===== config.mk =====
export PLATFORM = sky130hd
export DESIGN_NAME = ispp_seq
export DESIGN_NICKNAME = d
export VERILOG_FILES = /design/src/rtl/pss_pkg.sv /design/src/rtl/pss_timer.sv /design/src/rtl/pss_cell.sv /design/src/rtl/ispp_seq.sv
export SDC_FILE = /design/constraint.sdc
export NUM_CORES = 1
export LEC_CHECK = 0
export ABC_CLOCK_PERIOD_IN_PS = 4900
export CAP_MARGIN = 20
export CORE_MARGIN = 1.5
export CORE_UTILIZATION = 48
export DETAILED_ROUTE_END_ITERATION = 12
export PLACE_DENSITY = 0.89
export SKIP_LAST_GASP = 1
export SLEW_MARGIN = 10
export SYNTH_ARGS = -nofsm -noshare
export SYNTH_HDL_FRONTEND = slang
export SYNTH_HIERARCHICAL = 1
export SYNTH_SLANG_ARGS = --single-unit

===== constraint.sdc =====
create_clock -name clk -period 4.9 [get_ports clk]
set_clock_uncertainty 0.05 [all_clocks]
set_input_delay 0.49 -clock clk [delete_from_list [all_inputs] [get_ports clk]]
set_output_delay 0.49 -clock clk [all_outputs]
set_load 0.05 [all_outputs]

===== src/rtl/pss_pkg.sv =====
package pss_pkg;
  typedef enum logic [1:0] {
    ST_IDLE  = 2'd0,
    ST_PULSE = 2'd1,
    ST_VFY   = 2'd2,
    ST_CHK   = 2'd3
  } seq_st_e;

  localparam logic [1:0] LVL_TOP = 2'd3;
endpackage


===== src/rtl/pss_timer.sv =====
module pss_timer #(
  parameter int LEN_W = 8
) (
  input  logic             clk,
  input  logic             rst_n,
  input  logic             run,
  input  logic [LEN_W-1:0] len,
  output logic             last
);
  logic [LEN_W-1:0] cnt;
  logic [LEN_W-1:0] lim;

  assign lim  = (len == '0) ? '0 : len - LEN_W'(1);
  assign last = run && (cnt == lim);

  always_ff @(posedge clk or negedge rst_n) begin
    if (!rst_n)         cnt <= '0;
    else if (!run || last) cnt <= '0;
    else                cnt <= cnt + LEN_W'(1);
  end
endmodule


===== src/rtl/pss_cell.sv =====
module pss_cell (
  input  logic clk,
  input  logic rst_n,
  input  logic load,
  input  logic erased,
  input  logic match,
  input  logic judge_pre,
  input  logic judge_fin,
  input  logic hit,
  output logic inh,
  output logic bias
);
  always_ff @(posedge clk or negedge rst_n) begin
    if (!rst_n) begin
      inh  <= 1'b0;
      bias <= 1'b0;
    end else if (load) begin
      inh  <= erased;
      bias <= 1'b0;
    end else if (match && !inh) begin
      if (judge_pre) bias <= hit;
      if (judge_fin && hit) begin
        inh  <= 1'b1;
        bias <= 1'b0;
      end
    end
  end
endmodule


===== src/rtl/ispp_seq.sv =====
module ispp_seq
  import pss_pkg::*;
#(
  parameter int NCELL     = 16,
  parameter int LEN_W     = 8,
  parameter int STEP_LAST = 20,
  localparam int STEP_W   = $clog2(STEP_LAST + 1)
) (
  input  logic               clk,
  input  logic               rst_n,
  input  logic               start,
  input  logic               dv_mode,
  input  logic [LEN_W-1:0]   pulse_len,
  input  logic [LEN_W-1:0]   vfy_len,
  input  logic [2*NCELL-1:0] tgt_level,
  input  logic [NCELL-1:0]   vfy_hit,
  output logic               pgm_pump_en,
  output logic               inh_pump_en,
  output logic               vfy_pump_en,
  output logic [STEP_W-1:0]  vstep,
  output logic [1:0]         vsel,
  output logic               vsel_pre,
  output logic [NCELL-1:0]   inhibit,
  output logic [NCELL-1:0]   bias,
  output logic               busy,
  output logic               done,
  output logic               pass,
  output logic               err
);
  seq_st_e            st;
  logic               mode_q;
  logic [LEN_W-1:0]   plen_q, vlen_q;
  logic [2*NCELL-1:0] tgt_q;
  logic [STEP_W-1:0]  step_q;
  logic [1:0]         lvl_q;
  logic               pre_q;
  logic               done_q, pass_q, err_q;

  logic               tmr_run, tmr_last;
  logic [LEN_W-1:0]   tmr_len;
  logic               load, judge;
  logic [NCELL-1:0]   erased_in;
  logic               all_erased, all_inh;

  assign tmr_run = (st == ST_PULSE) || (st == ST_VFY);
  assign tmr_len = (st == ST_PULSE) ? plen_q : vlen_q;

  pss_timer #(.LEN_W(LEN_W)) u_tmr (
    .clk  (clk),
    .rst_n(rst_n),
    .run  (tmr_run),
    .len  (tmr_len),
    .last (tmr_last)
  );

  assign load  = (st == ST_IDLE) && start;
  assign judge = (st == ST_VFY) && tmr_last;

  for (genvar i = 0; i < NCELL; i++) begin : g_cell
    assign erased_in[i] = (tgt_level[2*i +: 2] == 2'd0);
    pss_cell u_cell (
      .clk      (clk),
      .rst_n    (rst_n),
      .load     (load),
      .erased   (erased_in[i]),
      .match    (tgt_q[2*i +: 2] == lvl_q),
      .judge_pre(judge && pre_q),
      .judge_fin(judge && !pre_q),
      .hit      (vfy_hit[i]),
      .inh      (inhibit[i]),
      .bias     (bias[i])
    );
  end

  assign all_erased = &erased_in;
  assign all_inh    = &inhibit;

  always_ff @(posedge clk or negedge rst_n) begin
    if (!rst_n) begin
      st     <= ST_IDLE;
      mode_q <= 1'b0;
      plen_q <= '0;
      vlen_q <= '0;
      tgt_q  <= '0;
      step_q <= '0;
      lvl_q  <= 2'd0;
      pre_q  <= 1'b0;
      done_q <= 1'b0;
      pass_q <= 1'b0;
      err_q  <= 1'b0;
    end else begin
      unique case (st)
        ST_IDLE: begin
          if (start) begin
            mode_q <= dv_mode;
            plen_q <= pulse_len;
            vlen_q <= vfy_len;
            tgt_q  <= tgt_level;
            step_q <= '0;
            lvl_q  <= 2'd0;
            pre_q  <= 1'b0;
            done_q <= all_erased;
            pass_q <= all_erased;
            if (!all_erased) st <= ST_PULSE;
          end
        end
        ST_PULSE: begin
          if (tmr_last) begin
            st    <= ST_VFY;
            lvl_q <= 2'd1;
            pre_q <= mode_q;
          end
        end
        ST_VFY: begin
          if (tmr_last) begin
            if (pre_q) begin
              pre_q <= 1'b0;
            end else if (lvl_q == LVL_TOP) begin
              st    <= ST_CHK;
              lvl_q <= 2'd0;
            end else begin
              lvl_q <= lvl_q + 2'd1;
              pre_q <= mode_q;
            end
          end
        end
        ST_CHK: begin
          if (all_inh) begin
            st     <= ST_IDLE;
            done_q <= 1'b1;
            pass_q <= 1'b1;
          end else if (step_q == STEP_W'(STEP_LAST)) begin
            st     <= ST_IDLE;
            done_q <= 1'b1;
            pass_q <= 1'b0;
            err_q  <= 1'b1;
          end else begin
            step_q <= step_q + STEP_W'(1);
            st     <= ST_PULSE;
          end
        end
        default: st <= ST_IDLE;
      endcase
    end
  end

  assign pgm_pump_en = (st == ST_PULSE);
  assign inh_pump_en = (st == ST_PULSE);
  assign vfy_pump_en = (st == ST_VFY);
  assign vstep       = step_q;
  assign vsel        = (st == ST_VFY) ? lvl_q : 2'd0;
  assign vsel_pre    = (st == ST_VFY) && pre_q;
  assign busy        = (st != ST_IDLE);
  assign done        = done_q;
  assign pass        = pass_q;
  assign err         = err_q;
endmodule


* After elaboration in Yosys (flattened, before gate mapping) *
Cells that the tools add are included.

storage, ports and cells
  register bits after elaboration = 102
  bits in latches = 0
  memory bits (writable) = 0
  bits in read-only memories = 0
  input port bits = 68
  output and inout port bits = 47
  word-level logic and storage cells = 396
  memories = 0

operators by class
  add/sub/neg operators = 4
  multiply operators = 0
  divide/modulo/power cells = 0
  magnitude comparators = 0
  equality and inequality tests = 31
  shift operators = 0
  multiplexer cells = 148
  bitwise gates (word level) = 1
  reductions and logical operators = 168

operators with widths
  operator                                                                 count
  1-bit 2-to-1 mux                                                         124
  2-bit nonzero test                                                       34
  2-bit AND reduction                                                      33
  3-bit nonzero test                                                       17
  1-bit logical AND                                                        38
  2-bit logical NOT                                                        17
  2-bit equality test                                                      16
  16-bit AND reduction                                                     2
  2-bit 2-to-1 mux                                                         12
  8-bit 2-to-1 mux                                                         3
  1-bit logical NOT                                                        18
  5-bit 2-to-1 mux                                                         3
  2-bit inequality test, second input constant                             5
  5-bit case mux with 2 select lines                                       1
  8-bit by 1-bit adder with 8-bit output, second input constant            1
  8-bit equality test                                                      1
  8-bit logical NOT                                                        1
  2-bit case mux with 4 select lines                                       1
  4-bit AND reduction                                                      2
  8-bit by 1-bit subtractor with 8-bit output, second input constant       1
  2-bit equality test, second input constant                               3
  2-bit by 1-bit inequality test with 1-bit output, second input constant  3
  2-bit case mux with 3 select lines                                       1
  3-bit AND reduction                                                      2
  other kinds (11)                                                         13

* Longest topological paths before layout *
Gate-level depths: netlist of the first run.

  depth after elaboration = 12
  gate-level depth with buffers = 18

* By module *
The synthesis of the first run kept the hierarchy.

by module, submodules not included
  module     instances  cells each  area each (µm²)  sequential area each (µm²)
  ispp_seq   1          298         3303.2           1551.5
  pss_cell   16         10          112.6            50.0
  pss_timer  1          113         912.1            200.2

* Worst setup path after synthesis of the first run *
No wires, ideal clock.

  kind = register to register
  start = register st[1]
  end = register g_cell[0].u_cell.bias
  library setup time = 0.105 ns
  data arrival time = 5.674 ns
  data required time = 4.745 ns
  setup slack = -0.929 ns
  cell stages (with the launch flop) = 17
  clock period less this slack = 5.829 ns
  cells stage by stage = dfrtp_1 -> inv_1 -> ha_1 -> clkbuf_1 -> mux2_2 -> inv_1 -> ha_1 -> clkbuf_1 -> or3b_2 -> a21oi_1 -> o2111ai_1 -> nand3_1 -> and4_1 -> inv_1 -> nor3_1 -> nand3b_1 -> a221oi_2

on the way
  word-level cells in the longest chain between the ends = 12

RTL lines
  what                                                                              RTL line         source
  from (decl)                                                                       ispp_seq.sv:30   seq_st_e st;
  from (signal assigned)                                                            ispp_seq.sv:80   st <= ST_IDLE;
  from (signal assigned)                                                            ispp_seq.sv:104  if (!all_erased) st <= ST_PULSE;
  from (signal assigned)                                                            ispp_seq.sv:109  st <= ST_VFY;
  2-bit by 1-bit equality test with 1-bit output (*)                                --
  net inh_pump_en                                                                   ispp_seq.sv:18   output logic inh_pump_en,
  8-bit 2-to-1 mux (*)                                                              ispp_seq.sv:46   assign tmr_len = (st == ST_PULSE) ? plen_q : vlen_q;
  net tmr_len[0]                                                                    ispp_seq.sv:40   logic [LEN_W-1:0] tmr_len;
  8-bit by 1-bit subtractor with 8-bit output or 8-bit logical NOT (tied branches)  pss_timer.sv:13  assign lim = (len == '0) ? '0 : len - LEN_W'(1);
  8-bit 2-to-1 mux (*)                                                              pss_timer.sv:13
  8-bit equality test (*)                                                           pss_timer.sv:14  assign last = run && (cnt == lim);
  1-bit logical AND (*)                                                             pss_timer.sv:14
  net tmr_last                                                                      ispp_seq.sv:39   logic tmr_run, tmr_last;
  1-bit logical AND (*)                                                             ispp_seq.sv:57   assign judge = (st == ST_VFY) && tmr_last;
  1-bit logical AND                                                                 ispp_seq.sv:68   .judge_fin(judge && !pre_q),
  1-bit logical AND                                                                 pss_cell.sv:22   if (judge_fin && hit) begin
  1-bit 2-to-1 mux                                                                  pss_cell.sv:22
  1-bit 2-to-1 mux                                                                  pss_cell.sv:20   end else if (match && !inh) begin
  1-bit 2-to-1 mux                                                                  pss_cell.sv:17   end else if (load) begin
  to (signal assigned)                                                              pss_cell.sv:21   if (judge_pre) bias <= hit;
  to (decl)                                                                         pss_cell.sv:11   output logic bias

The timed path passes the listed nets; every way through them passes the cells marked *. The select of a mux whose other input is x is not followed.
A chain may end at the register's enable or synchronous reset.

* Final worst setup path of the first run *
  start = register st[1]
  end = register g_cell[13].u_cell.bias

on the way
  word-level cells in the longest chain between the ends = 12

RTL lines
  what                                                                              RTL line
  2-bit by 1-bit equality test with 1-bit output (*)                                ispp_seq.sv:46
  8-bit 2-to-1 mux (*)                                                              ispp_seq.sv:46
  net tmr_len[0]                                                                    ispp_seq.sv:40
  8-bit by 1-bit subtractor with 8-bit output or 8-bit logical NOT (tied branches)  pss_timer.sv:13
  8-bit 2-to-1 mux (*)                                                              pss_timer.sv:13
  8-bit equality test (*)                                                           pss_timer.sv:14
  1-bit logical AND (*)                                                             pss_timer.sv:14
  net tmr_last                                                                      ispp_seq.sv:39
  1-bit logical AND (*)                                                             ispp_seq.sv:57
  1-bit logical AND                                                                 ispp_seq.sv:68
  1-bit logical AND                                                                 pss_cell.sv:22
  1-bit 2-to-1 mux                                                                  pss_cell.sv:22
  1-bit 2-to-1 mux                                                                  pss_cell.sv:20
  1-bit 2-to-1 mux                                                                  pss_cell.sv:17
  to (signal assigned)                                                              pss_cell.sv:21
  to (decl)                                                                         pss_cell.sv:11

Marked as above.

==> metrics.txt, run 1 <==
Max-Cap Viols=0; commonest non-fill, non-tap cell in the layout=clkdlybuf4s50_1; Fin. Hold Viols=0; delay-heaviest family, CP=simple AND/OR/NAND/NOR gates; run status=finished, final reports clean; CTS clk-pin slew, worst paths=0.07 ns; Chip Width=115.0 microns; H-tree Lvls=3; syn avg cell area=10.54 sq um; DP Worst Slack=0.1878 ns; CORE AREA=12110 sq um; register area=2552 sq um; Post-synth EDFFs=0; Slew Limit Fails=0; Slowest-stage cell, CP=dfrtp_1; final setup violation count=0; pwr dens=645.7 nW/um^2; largest net degree at the start of global routing=61; asr flop ratio synth=100.0%; antenna violations before repair=0; drt pass-1 iters=6; final setup TNS=0 ns; wire length of the first global-routing pass=24300 microns; PortBufs=114; Yosys warnings=6; FF+latch count, synth=102; Syn Nets=649; Top Ports=115; GP Congestion=0.8653; hpwl dp=10900 microns; FMAX=0.2203 GHz; drt drc=0; Leakage=3.177 nW; antenna viol nets, final=0; clk sinks=102; Critical Path RT=5.10 ns; vias in the first global route=4984; Area Growth Syn to Fin=26.95%; Final Cycle Share=92.64%; cell count after synthesis=571; dominant synthesized flop cell=dfrtp_1; critical-path cell list=inv_1 > ha_2 > mux2_2 > inv_1 > ha_1 > nor3b_1 > nand2_1 > a311o_1 > nand3_1 > and4_1 > inv_1 > nor3_4 > buf_4 > nand3b_1 > a221oi_2; Worst-Margin Slew=0.9879 ns; multi-input combinational cell area=3252 sq um; Clock Tree Buf Depth=2; Vias/cell=5.824; gr usage total=23.79%; final wirelength=15410 microns; CP arrival=4.74 ns; initial core utilization=49.68%; Max IR drop VDD=382.1 uV; sequential area share after synthesis=42.42%; nets@finish=759; Via Count=4974; RSZ-0062 raised after global routing=false; largest area contributor in the netlist=dfrtp_1; CTS Root Buffer Type=clkbuf_16; chip height=115.0 microns; CTS tree=done; row count=40; Slew HR=34.14%; DR iter-0 viols=502; Yosys cell types=62; ANT cells=0; top cell type's share of synthesized area=42.42%; CP Class=reg2reg; cell mode on critical path=inv_1; critical path peak fanout=32; WP buf/inv=4; startpoint class of the critical path=flop; fill count=952; Period minus WS final=4.539 ns; most frequent cells in the layout=clkdlybuf4s50_1, dfrtp_1, mux2_2, nor2_1, xor2_1; Critical Path End Type=flop; mapped cell area=6017 sq um; DR WL/cell=18.04 microns; final global-route overflow total=0; ranking of synthesized cells by area=dfrtp_1, mux2_2, xor2_1, a221oi_2, mux2_4; max incr delay on CP=0.43 ns; HP Class=in2async; Die Area=13220 sq um; worst skew pair latency=0.36 ns; setup slack after layout=0.3607 ns; layout cells sized above 1=18.95%; Inserted Clock Buffers=9
[synth_stat cells, types with 8 or more instances]
master / count
mux2_2: 58
inv_1: 35
nand3_1: 9
nor4_1: 14
nor3_1: 9
mux2_4: 16
a221oi_2: 16
a31oi_1: 18
ha_1: 10
dfrtp_1: 102
nor2b_1: 20
nand3b_1: 17
xor2_1: 40
a21oi_1: 9
nor2_1: 46
nand2_1: 32
clkbuf_1: 12
o21ai_0: 25
nand4_1: 8
[logic make-up after synthesis]
group	Yosys count	synth area share [%]
muxes	75	15.01
AOI/OAI and AO/OA	102	13.81
DFF	102	42.42
xor gates and xnor gates	42	6.114
and+or+nand+nor	182	16.57
buffers and inverters	58	3.993
adders and majority gates	10	2.079
[path summary, 6_finish.rpt]
path                                    from                            endpoint  slack (ns)  depth (start not counted)
setup / recovery           st[1]$_DFFE_PN0P_  g_cell[13].u_cell/bias$_DFFE_PN0P_        0.36                         15
hold / removal                         rst_n  g_cell[10].u_cell/bias$_DFFE_PN0P_        0.17                          1
setup reg to reg           st[1]$_DFFE_PN0P_  g_cell[13].u_cell/bias$_DFFE_PN0P_        0.36                         15
hold reg to reg              err$_DFFE_PN0P_                     err$_DFFE_PN0P_        0.43                          1
max in group asynchronous              rst_n               plen_q[7]$_DFFE_PN0P_        3.57                          2
min in group clk             err$_DFFE_PN0P_                     err$_DFFE_PN0P_        0.43                          1
[sequential cells by signal, summed over array words and instances (netlist names), 5 cells and up]
name / cells
tgt_q: 32
g_cell.u_cell/bias: 16
g_cell.u_cell/inh: 16
plen_q: 8
u_tmr/cnt: 8
vlen_q: 8
vstep: 5
[stage by stage]
stage | hold slack [ns] | area, sq um | instances | total power, W | utilization, %
CTS | 0.1879 | 7621 | 852 | 0.004907 | 62.92
finish | 0.1680 | 7639 | 854 | 0.004932 | 63.07
detailed placement | 0.4113 | 7327 | 836 | 0.004184 | 60.50
global placement | 0.4151 | 7327 | 836 | 0.004071 | 60.50
global route | 0.2262 | 7639 | 854 | 0.005228 | 63.07
floorplan | 0.1444 | 6040 | 571 | 0.003478 | -
[power by group]
part	total [W]	leakage [nW]	internal (W)	switching, W
combinational	0.00269	1.75	0.00110	0.00158
clock	0.000711	0.137	0.000356	0.000354
sequential	0.00154	1.29	0.00119	0.000342
[what timing repair did]
action | in CTS | in global routing
hold buffers | 0 | 0
gates resized for setup | 0 | 1
setup endpoints to repair | 0 | 27
setup buffers | 0 | 2
[layout make-up]
class	instances	area share (%)
multi-input combinational	411	42.57
clock inverter	7	0.9009
inverter	35	1.720
tap	168	2.752
timing repair buffer	122	15.69
clock buffer	9	2.948
sequential	102	33.42
[routing by layer]
layer	share of wire (%)	wire length, microns	track usage [%]
met1	42	6465	29.60
met2	50	7715	41.03
met3	5.4	827	3.005
met4	2.6	397	11.69
met5	0	0	0
(Power assumes the default switching activity.)
==> run 2, diff against run 1 <==
- CORE_UTILIZATION: 48 -> 47
- PLACE_DENSITY: 0.89 -> 0.87
- SYNTH_HIERARCHICAL: 1 -> unset
- TNS_END_PERCENT: unset -> 50
==> run 2 against run 1 <==
Power fell by 11%. Non-clock buffer count fell by 3. Clock power rose by 11%. First-iteration DRC count did not move. Via count fell by 5.6%.
==> metrics.txt, run 2 <==
CP arrival=4.55 ns (was 4.74 ns); largest registers=tgt_q (32), g_cell.u_cell.bias (16), g_cell.u_cell.inh (16) (was tgt_q (32), g_cell.u_cell/bias (16), g_cell.u_cell/inh (16)); Clock Tree Buf Depth=2 (unchanged); pwr dens=603.0 nW/um^2 (was 645.7 nW/um^2); critical path peak fanout=16 (was 32); ANT cells=0 (unchanged); R2R Setup Slk=0.59 ns (was 0.36 ns); cell count after synthesis=562 (was 571); Post-synth top cells=dfrtp_1, mux2_2, xor2_1 (was dfrtp_1, mux2_2, nor2_1); setup slack after layout=0.5884 ns (was 0.3607 ns); worst skew pair latency=0.35 ns (was 0.36 ns); antenna violations before repair=0 (unchanged); sequential area share after synthesis=43.38% (was 42.42%); WP buf/inv=1 (was 4); delay-heaviest family, CP=simple AND/OR/NAND/NOR gates (unchanged); final wirelength=14490 microns (was 15410 microns); syn avg cell area=10.47 sq um (was 10.54 sq um); commonest non-fill, non-tap cell in the layout=clkdlybuf4s50_1 (unchanged); CTS resizes=0 (unchanged); CTS Root Buffer Type=clkbuf_16 (unchanged); clk sinks=102 (unchanged); top cell type's share of synthesized area=43.38% (was 42.42%); final core utilization=59.99% (was 63.07%); Critical Path RT=5.14 ns (was 5.10 ns); CTS tree=done (unchanged); Chip Width=114.9 microns (was 115.0 microns); hold-fix buffer count after cts=0 (unchanged); Yosys warnings=0 (was 6); FF+latch count, synth=102 (unchanged); clock power share=18.1% (was 14.4%); postcts setup bufs=0 (unchanged); FMAX=0.2319 GHz (was 0.2203 GHz); Worst-Margin Slew=1.059 ns (was 0.9879 ns); DR iter-0 viols=502 (unchanged); dominant synthesized flop cell=dfrtp_1 (unchanged); Switching Share=42.47% (was 46.26%); max incr delay on CP=0.72 ns (was 0.43 ns); CORE AREA=12110 sq um (unchanged); Max-Cap Viols=0 (unchanged); Yosys cell types=65 (was 62); layout cells sized above 1=13.88% (was 18.95%); final setup violation count=0 (unchanged); Post-synth EDFFs=0 (unchanged); CTS clk-pin slew, worst paths=0.07 ns (about the same); Combinational Power Share=48.0% (was 54.5%); DP Cell Count=792 (was 836); antenna viol nets, final=0 (unchanged); final setup TNS=0 ns (unchanged); R2R depth=11 (was 15); H-tree Lvls=3 (unchanged); vias in the first global route=4690 (was 4984); Seq pwr share=34.0% (was 31.1%); max reg flops=32 (unchanged); hpwl dp=10290 microns (was 10900 microns); ranking of synthesized cells by area=dfrtp_1, mux2_2, xor2_1, buf_4, nor3_1 (was dfrtp_1, mux2_2, xor2_1, a221oi_2, mux2_4); final global-route overflow total=0 (unchanged); GP Congestion=0.9137 (was 0.8653); Area Growth Syn to Fin=23.47% (was 26.95%); initial core utilization=48.58% (was 49.68%); nets@finish=714 (was 759); DR WL/cell=17.90 microns (was 18.04 microns); Max IR drop VDD=319.4 uV (was 382.1 uV); CP Class=reg2reg (unchanged); cell mode on critical path=ha_1 (was inv_1); WP depth=11 (was 15); largest net degree at the start of global routing=101 (was 61); startpoint class of the critical path=flop (unchanged); most numerous cell in the Yosys netlist=dfrtp_1 (unchanged); Die Area=13200 sq um (was 13220 sq um); Leakage=3.032 nW (was 3.177 nW); Slowest-stage cell, CP=nor3b_4 (was dfrtp_1); P_int=0.002521 W (was 0.002650 W); Critical Path End Type=flop (unchanged); Period minus WS final=4.312 ns (was 4.539 ns); worst hold slack=0.1317 ns (was 0.1680 ns); Fin. Hold Viols=0 (unchanged); row count=40 (unchanged); final cell count without fillers=809 (was 854); Slew Limit Fails=0 (unchanged); gr usage total=22.59% (was 23.79%); RSZ-0062 raised after global routing=false (unchanged); Slew HR=29.41% (was 34.14%); Vias/cell=5.803 (was 5.824); PortBufs=114 (unchanged); asr flop ratio synth=100.0% (unchanged); Final Cycle Share=87.99% (was 92.64%); largest area contributor in the netlist=dfrtp_1 (unchanged); Psw=0.001861 W (was 0.002281 W); Top Ports=115 (unchanged); drt drc=0 (unchanged); mapped cell area=5884 sq um (was 6017 sq um); wire length of the first global-routing pass=23290 microns (was 24300 microns); run status=finished, final reports clean (unchanged); chip height=114.9 microns (was 115.0 microns); Syn Nets=640 (was 649); most frequent cells in the layout=clkdlybuf4s50_1, dfrtp_1, mux2_2, xor2_1, nor3_1 (was clkdlybuf4s50_1, dfrtp_1, mux2_2, nor2_1, xor2_1); drt pass-1 iters=5 (was 6); Inserted Clock Buffers=9 (unchanged); critical-path cell list=inv_1 > ha_1 > mux2i_1 > ha_1 > nor4b_1 > a2bb2o_2 > o32ai_1 > o311ai_4 > or2_4 > nor3b_4 > a32o_1 (was inv_1 > ha_2 > mux2_2 > inv_1 > ha_1 > nor3b_1 > nand2_1 > a311o_1 > nand3_1 > and4_1 > inv_1 > nor3_4 > buf_4 > nand3b_1 > a221oi_2); largest reg by FF count=tgt_q (unchanged); DP Worst Slack=0.7015 ns (was 0.1878 ns); HP Class=in2async (unchanged); Via Count=4695 (was 4974)
==> run 2: cell type report <==
| class | count | area (sq um) |
|---|---|---|
| Timing Repair Buffer | 119 | 1196 |
| Fill cell | 983 | 4846 |
| Clock inverter | 6 | 91.34 |
| Sequential cell | 102 | 2552 |
| Tap cell | 168 | 210.2 |
| Multi-Input combinational cell | 390 | 2924 |
| Clock buffer | 10 | 239.0 |
| Inverter | 14 | 52.55 |
==> run 2: kinds of logic after synthesis <==
| logic type | share of synthesized area [%] |
|---|---|
| flops | 43.38 |
| xor+xnor | 6.826 |
| buf+inv | 7.059 |
| compound gates | 12.86 |
| mux | 11.67 |
| fa+ha+maj | 2.126 |
| simple gates | 16.07 |
==> run 2: routing by layer <==
| layer | global-route usage (%) | routed length (microns) | vias to the layer above |
|---|---|---|---|
| met5 | 1.481 | 0 | - |
| met2 | 36.98 | 7162 | 184 |
| li1 | - | - | 2163 |
| met4 | 7.984 | 248 | 0 |
| met3 | 4.955 | 919 | 23 |
| met1 | 29.61 | 6154 | 2325 |
==> run 2: per-stage QoR <==
stage	cell area, sq um	power [W]
after floorplan	5884	0.003060
after global placement	6908	0.003448
after detailed placement	6908	0.003558
after CTS	7238	0.004363
after global routing	7266	0.004655
final	7266	0.004381
==> run 2: power groups by stage <==
stage	clock network, W	logic [W]	registers [W]
2_1_floorplan	0	0.00164	0.00142
3_3_place_gp	0	0.00198	0.00146
3_5_place_dp	0	0.00207	0.00149
4_1_cts	0.000803	0.00209	0.00147
5_1_grt	0.000837	0.00230	0.00152
6_report	0.000792	0.00210	0.00149
==> run 2: final timing paths <==
check | start | endpoint
setup / recovery | st[1]$_DFFE_PN0P_ | g_cell[7].u_cell.bias$_DFFE_PN0P_
hold / removal | rst_n | g_cell[12].u_cell.bias$_DFFE_PN0P_
setup reg to reg | st[1]$_DFFE_PN0P_ | g_cell[7].u_cell.bias$_DFFE_PN0P_
hold reg to reg | err$_DFFE_PN0P_ | err$_DFFE_PN0P_
max in group asynchronous | rst_n | vlen_q[7]$_DFFE_PN0P_
min in group clk | err$_DFFE_PN0P_ | err$_DFFE_PN0P_
==> run 2: worst register-to-register path, cell delays in order (launching register included) <==
cell and delay (ns):
dfrtp_1 0.43, inv_1 0.09, ha_1 0.38, mux2i_1 0.36
ha_1 0.24, nor4b_1 0.41, a2bb2o_2 0.38, o32ai_1 0.40
o311ai_4 0.23, or2_4 0.33, nor3b_4 0.72, a32o_1 0.24
